### config.mk
export PLATFORM = sky130hd
export DESIGN_NAME = hs_bus_master
export DESIGN_NICKNAME = d
export VERILOG_FILES = /design/src/rtl/hsb_pkg.sv /design/src/rtl/hsb_ack_sync.sv /design/src/rtl/hsb_wait_cnt.sv /design/src/rtl/hs_bus_master.sv
export SDC_FILE = /design/constraint.sdc
export NUM_CORES = 1
export LEC_CHECK = 0
export BUFFER_PORTS_ARGS = -buffer_cell sky130_fd_sc_hd__buf_2
export CAP_MARGIN = 10
export CORE_ASPECT_RATIO = 1.2
export CORE_MARGIN = 2
export CORE_UTILIZATION = 45
export DETAILED_ROUTE_END_ITERATION = 6
export PLACE_DENSITY = 0.77
export SKIP_LAST_GASP = 1
export SYNTH_ARGS = -nofsm -noshare
export SYNTH_HDL_FRONTEND = slang
export SYNTH_HIERARCHICAL = 1
export SYNTH_SLANG_ARGS = --single-unit
### constraint.sdc
create_clock -name clk -period 2.3 [get_ports clk]
set_input_delay 0.46 -clock clk [delete_from_list [all_inputs] [get_ports clk]]
set_output_delay 0.46 -clock clk [all_outputs]
set_load 0.005 [all_outputs]
### src/rtl/hsb_pkg.sv
package hsb_pkg;
  typedef enum logic [1:0] {
    ST_IDLE = 2'd0,
    ST_TURN = 2'd1,
    ST_T1   = 2'd2,
    ST_T2   = 2'd3
  } hsb_state_t;
endpackage

### src/rtl/hsb_ack_sync.sv
module hsb_ack_sync #(
  parameter int STAGES = 2
) (
  input  logic clk,
  input  logic rst,
  input  logic ack_n_in,
  output logic ack_out
);
  logic [STAGES-1:0] chain;

  always_ff @(posedge clk) begin
    if (rst) chain <= '0;
    else     chain <= {chain[STAGES-2:0], ~ack_n_in};
  end

  assign ack_out = chain[STAGES-1];
endmodule

### src/rtl/hsb_wait_cnt.sv
module hsb_wait_cnt #(
  parameter int WW = 4
) (
  input  logic          clk,
  input  logic          rst,
  input  logic          load,
  input  logic [WW-1:0] load_val,
  input  logic          dec,
  output logic          zero
);
  logic [WW-1:0] cnt;

  always_ff @(posedge clk) begin
    if (rst)       cnt <= '0;
    else if (load) cnt <= load_val;
    else if (dec)  cnt <= cnt - 1'b1;
  end

  assign zero = (cnt == '0);

  // the sequencer never counts below zero
  p_no_underflow_r5: assert property (@(posedge clk) disable iff (rst)
    dec |-> !zero);
endmodule

### src/rtl/hs_bus_master.sv
module hs_bus_master
  import hsb_pkg::*;
#(
  parameter int AW = 16,
  parameter int DW = 16,
  parameter int WW = 4,
  parameter int SYNC_STAGES = 2
) (
  input  logic          clk,
  input  logic          rst,
  input  logic          req_valid,
  output logic          req_ready,
  input  logic          req_write,
  input  logic [AW-1:0] req_addr,
  input  logic [DW-1:0] req_wdata,
  input  logic [WW-1:0] req_wait,
  output logic          done,
  output logic [DW-1:0] rdata,
  output logic [AW-1:0] bus_addr,
  output logic          as_n,
  output logic          ds_n,
  output logic          rw_n,
  output logic [DW-1:0] dout,
  output logic          dout_oe,
  input  logic [DW-1:0] din,
  input  logic          ack_async_n,
  input  logic          ack_sync_n
);
  hsb_state_t state;
  logic       a_ack;
  logic       s_ack;
  logic       wz;
  logic       accept;
  logic       cnt_dec;
  logic       last_wr;
  logic       has_wait;
  logic       finish;

  hsb_ack_sync #(.STAGES(SYNC_STAGES)) u_sync (
    .clk(clk), .rst(rst), .ack_n_in(ack_async_n), .ack_out(a_ack)
  );

  assign s_ack     = ~ack_sync_n;
  assign req_ready = (state == ST_IDLE);
  assign accept    = req_valid && req_ready;
  assign cnt_dec   = (state == ST_T2) && !wz;
  assign finish    = wz && (((state == ST_T1) && a_ack) ||
                            ((state == ST_T2) && (a_ack || s_ack)));

  hsb_wait_cnt #(.WW(WW)) u_wait (
    .clk(clk), .rst(rst), .load(accept), .load_val(req_wait),
    .dec(cnt_dec), .zero(wz)
  );

  always_ff @(posedge clk) begin
    if (rst) begin
      state    <= ST_IDLE;
      as_n     <= 1'b1;
      ds_n     <= 1'b1;
      rw_n     <= 1'b1;
      dout_oe  <= 1'b0;
      dout     <= '0;
      bus_addr <= '0;
      done     <= 1'b0;
      rdata    <= '0;
      last_wr  <= 1'b0;
      has_wait <= 1'b0;
    end else begin
      done <= 1'b0;
      if (finish) begin
        state <= ST_IDLE;
        as_n  <= 1'b1;
        ds_n  <= 1'b1;
        done  <= 1'b1;
        rdata <= din;
      end else begin
        unique case (state)
          ST_IDLE: if (accept) begin
            bus_addr <= req_addr;
            dout     <= req_wdata;
            last_wr  <= req_write;
            has_wait <= (req_wait != '0);
            if (!req_write && last_wr) begin
              state <= ST_TURN;
            end else begin
              state   <= ST_T1;
              as_n    <= 1'b0;
              rw_n    <= ~req_write;
              dout_oe <= req_write;
            end
          end
          ST_TURN: begin
            state   <= ST_T1;
            as_n    <= 1'b0;
            rw_n    <= 1'b1;
            dout_oe <= 1'b0;
          end
          ST_T1: begin
            state <= ST_T2;
            if (has_wait) ds_n <= 1'b0;
          end
          ST_T2: state <= ST_T2;
          default: state <= ST_IDLE;
        endcase
      end
    end
  end

  // no new request is offered while a cycle runs
  p_busy_not_ready_r2: assert property (@(posedge clk) disable iff (rst)
    !as_n |-> !req_ready);
  // data strobe only inside an address strobe
  p_ds_inside_as_r7: assert property (@(posedge clk) disable iff (rst)
    !ds_n |-> !as_n);
  // direction holds for the whole cycle
  p_rw_stable_r8: assert property (@(posedge clk) disable iff (rst)
    (!as_n && $past(!as_n)) |-> $stable(rw_n));
  // done is a single-clock pulse after the strobe is released
  p_done_pulse_r10: assert property (@(posedge clk) disable iff (rst)
    done |=> !done);
  p_done_after_as_r10: assert property (@(posedge clk) disable iff (rst)
    done |-> (as_n && $past(!as_n)));
  // a read cycle never drives data
  p_read_no_drive_r11: assert property (@(posedge clk) disable iff (rst)
    (!as_n && rw_n) |-> !dout_oe);
endmodule

# After elaboration in Yosys (flattened, before gate mapping)
# Cells that the tools add are included.
dict set report word_totals {
  register_bits 63
  latch_bits 0
  ram_bits 0
  rom_bits 0
  in_bits 58
  output_inout_bits 54
  word_cells 59
  n_memories 0
}
dict set report classes {
  n_addsub 1
  multipliers 0
  n_div 0
  magnitude_cmp 0
  n_eq_ne 5
  shift 0
  mux 15
  bitwise 4
  reduce_logical 21
}
# operator n
set op_table {}
lappend op_table {{$mux 4} 2}
lappend op_table {{$mux 1} 7}
lappend op_table {{$logic_and 1x1->1} 6}
lappend op_table {{$pmux 1 s2} 3}
lappend op_table {{$pmux 2 s3} 1}
lappend op_table {{$reduce_and 3->1} 2}
lappend op_table {{$eq 2x2->1 const B} 2}
lappend op_table {{$logic_not 4->1} 1}
lappend op_table {{$mux 2} 2}
lappend op_table {{$not 1->1} 4}
lappend op_table {{$reduce_and 4->1} 1}
lappend op_table {{$reduce_bool 2->1} 2}
lappend op_table {{$reduce_bool 4->1} 1}
lappend op_table {{$reduce_or 2->1} 2}
lappend op_table {{$sub 4x1->4 const B} 1}
lappend op_table {{$eq 2x1->1 const B} 1}
lappend op_table {{$logic_not 1->1} 2}
lappend op_table {{$logic_not 2->1} 1}
lappend op_table {{$logic_or 1x1->1} 2}
lappend op_table {{$ne 2x1->1 const B} 1}
lappend op_table {{$ne 2x2->1 const B} 1}
lappend op_table {{$reduce_and 2->1} 1}

# Logic depth before layout (Yosys ltp)
dict set report depth {
  depth_word 7
  mapped_depth 8
}

# Modules after synthesis
# The synthesis kept the hierarchy.
# mod n_inst cells_per_inst area_per_inst_um2
set modules_own_cells {}
lappend modules_own_cells {hs_bus_master 1 221 2177.1}
lappend modules_own_cells {hsb_wait_cnt 1 26 232.7}
lappend modules_own_cells {hsb_ack_sync 1 4 50.0}

# Least setup slack after synthesis
# OpenSTA, ideal clock, no wires.
dict set report synth_timing {
  kind {input to register}
  start {input req_valid}
  end {register u_wait.cnt[0]}
  setup_ns 0.114
  arrival_time_ns 1.614
  t_required_ns 2.186
  setup_slack_ns 0.571
  cell_stages 7
  path_cell_list {or3b_1 -> buf_6 -> clkinv_4 -> buf_12 -> clkbuf_1 -> mux2i_1 -> nor2_1}
}
dict set report synth_between {
  elab_chain_len 2
}
# item line
set synth_lines {}
lappend synth_lines {{from (decl)} hs_bus_master.sv:11} ;# input logic req_valid,
lappend synth_lines {{$logic_and 1x1->1 (*)} hs_bus_master.sv:45} ;# assign accept = req_valid && req_ready;
lappend synth_lines {{named net accept} hs_bus_master.sv:33} ;# logic accept;
lappend synth_lines {{$mux 4 or $reduce_bool 2->1 (tied branches)} --}
lappend synth_lines {{to (signal assigned)} hsb_wait_cnt.sv:15} ;# else if (load) cnt <= load_val;
lappend synth_lines {{to (signal assigned)} hsb_wait_cnt.sv:16} ;# else if (dec) cnt <= cnt - 1'b1;
lappend synth_lines {{to (decl)} hsb_wait_cnt.sv:11} ;# logic [WW-1:0] cnt;
# The timed path passes the listed nets; every way through them passes the cells marked *.
# A chain may end at the register's enable or synchronous reset.

# Worst setup path after layout
dict set report layout_timing {
  start {register u_wait.cnt[0]}
  end {register rdata[7]}
}
dict set report layout_between {
  elab_chain_len 2
}
# item line
set layout_lines {}
lappend layout_lines {{$logic_not 4->1} hsb_wait_cnt.sv:19} ;# assign zero = (cnt == '0);
lappend layout_lines {{named net wz} hs_bus_master.sv:32} ;# logic wz;
lappend layout_lines {{$logic_and 1x1->1} hs_bus_master.sv:47} ;# assign finish = wz && (((state == ST_T1) && a_ack) ||
lappend layout_lines {{to (signal assigned)} hs_bus_master.sv:75} ;# rdata <= din;
lappend layout_lines {{to (decl)} hs_bus_master.sv:18} ;# output logic [DW-1:0] rdata,
# The timed path passes the listed nets, and every way through them passes these cells.

==> results.toml <==
[layout]
register_area_um2 = 1260
multiInputGateArea_um2 = 1030
instances_no_fill = 425
final_cell_mix = "buf_2, dfxtp_1, nand2_1"
drive_above_1_share_pct = 49.9
fillers = 491
area_growth_pct = 30.2
layout.nets = 417
mostFrequentLayoutCell = "buf_2"
utilization_pct = 60.4
final_area_um2 = 3200
antenna_cells = 0

[placed_design]
portBuffers = 111
gp_congestion = 0.719
dp_slack_ns = 0.488
dpl.hpwl_um = 3750
post_dp_cell_area_um2 = 2990
dp_cells = 409

[grt]
grt_max_degree = 42
grt.total_usage_pct = 18.8
grt_pass1_vias = 2092
antenna_found_initial = 0
grt_pass1_wl_um = 9060
grt_overflow = 0

[sta]
clock.fmax_mhz = 557
tns_ns = 0
rsz0062_at_grt = "false"
setup_ws_ns = 0.504
min_period_ns = 1.80
finClkSkew_ns = 0.00943
finalSetupViolations = 0
relSlewSlack_pct = 61.3
tightest_slew_ns = 0.581
whs_ns = 0.283
finalHoldViolations = 0
fin_crit_sh_pct = 78.1
slew_violations = 0

[clock_tree]
root_buffer = "clkbuf_8"
cts_resized = 0
clk_latency_ns = 0.32
cts_tree = "built"
cts_buffers = 9
h-tree-depth = 3
postCtsSetupRepairBufs = 0
cts.sinks = 63
clockBufferDepth = 2
clk_pin_slew_worst_paths_ns = 0.07
holdBufCountCts = 0

[worst_setup_path]
cp_num_buf_inv = 1
r2r_start = "u_wait/cnt[0]$_SDFFE_PP0P_"
cpPeakStageDelay_ns = 0.62
crit_chain = "inv_1 -> ha_1 -> nor3b_1 -> o2111a_1 -> a22o_1"
critPathLaunch = "u_wait/cnt[0]$_SDFFE_PP0P_"
required_ns = 2.56
cp.arrival_ns = 2.06
critPathLaunchType = "register"
crit_type = "reg -> reg"
critPathMaxFanout = 17
cp-end-kind = "register"
crit_path_top_delay_cell = "o2111a_1"
crit_family = "compound AO/OA/AOI/OAI gates"

[logic_synthesis]
yosysSeqAreaShare_pct = 51.3
synth_area_um2 = 2460
syn_area_per_cell_um2 = 9.80
synth_top_area_share_pct = 51.3
syn-instance-count = 251
synth-seq-cells = 63
synth_cell_types = 34
yosys.area.top_type = "dfxtp_1"
syn_nets = 310
ys_top_cells_by_area = "dfxtp_1, a21oi_2, nand2_1"
yosysWarnings = 6

[floorplanning]
num_rows = 29
start_util_pct = 46.4
dieArea_um2 = 6080
fp.dieH_um = 85.0
design.core.area_um2 = 5300
pin_count = 112
fp.dieW_um = 71.5

[detailed_routing]
dr.pass1.iters = 4
ant_nets = 0
drt-wirelength-per-cell_um = 12.8
drtIter0Drc = 102
drc = 0
vias_per_cell = 4.92
wirelength_um = 5420
vias = 2093

[job]
maxCapViolCount = 0

[pwr]
total_power_mw = 3.49
peakVddDrop_uv = 628
p_leak_nw = 1.46
power_density_nw_per_um2 = 1090

[min_path]
holdCritPathClass = "in -> reg"
min_from = "ack_async_n"

[outcome]
status = "completed"
==> worst reg2reg max path, stage by stage, from the launching register on <==
cell	delay [ns]
dfxtp_1	0.35
inv_1	0.07
ha_1	0.15
nor3b_1	0.33
o2111a_1	0.62
a22o_1	0.22
==> worst paths after layout <==
path,end,slack [ns],depth (start not counted)
min reg2reg,dout[14]$_SDFFE_PP0P_,0.46,2
min,u_sync/chain[0]$_SDFF_PP0_,0.28,2
max reg2reg,rdata[7]$_SDFFE_PP0P_,0.50,5
max,rdata[7]$_SDFFE_PP0P_,0.50,5
==> Yosys cell counts <==
cell type   n
buf_12      2
xnor2_1     1
nand3_1     1
nor2b_1     2
nand2b_1    2
o2111a_1    1
clkbuf_1    5
nor2_1      5
o31ai_1     1
a21oi_1     8
nor4b_4     1
clkinv_4    1
a21oi_2    29
mux2i_1     1
o21a_1      3
buf_2       7
o21ai_0     1
a31o_1      1
inv_1       7
a211o_1     4
a21boi_0    1
ha_1        1
a21o_1      1
nor3b_1     2
nand2_2    19
a22o_1     16
a31oi_1     1
o41ai_1     1
dfxtp_1    63
or3b_1      1
xor2_1      2
buf_4       1
nand2_1    56
buf_6       3
==> layer usage <==
layer / GRT usage, % / vias to the layer above / routed length [um] / part of all wire, %
met1: 21.8 / 980 / 2340 / 43
met5: 0 / - / 0 / 0
li1: - / 1051 / - / -
met4: 8.58 / 0 / 78 / 1.4
met3: 6.29 / 6 / 302 / 5.6
met2: 31.3 / 56 / 2700 / 50
==> where the power goes <==
| group | internal, mW | total [mW] | leakage, nW | switching (mW) |
|---|---|---|---|---|
| clock | 0.591 | 1.01 | 0.109 | 0.415 |
| combinational | 0.448 | 0.990 | 0.833 | 0.542 |
| sequential | 1.33 | 1.49 | 0.514 | 0.166 |
| total | 2.37 | 3.49 | 1.46 | 1.12 |
==> logic make-up after synthesis <==
family	count (synthesis)	share of synthesized area, %
flip-flops	63	51.3
XOR/XNOR	3	1.07
buffers and inverters	26	6.92
AO/OA/AOI/OAI	68	22.5
adder cells (fa/ha/maj)	1	0.509
AND/OR/NAND/NOR	89	17.3
multiplexers	1	0.407
==> sequential cells by signal, indices dropped and copies added (netlist names), 2 cells and up <==
| register | flops |
|---|---|
| u_sync/chain | 2 |
| bus_addr | 16 |
| state | 2 |
| rdata | 16 |
| dout | 16 |
| u_wait/cnt | 4 |
==> final cells by class <==
cell class              instances  share of cell area [%]
repair buffers                114                    18.1
clock inverters                 4                    1.60
flip-flops and latches         63                    39.4
inverters                       8                    1.09
clock buffers                  12                    5.16
multi-input cells             162                    32.3
well taps                      62                    2.42
Note: power is estimated with default switching activity, not from simulation.
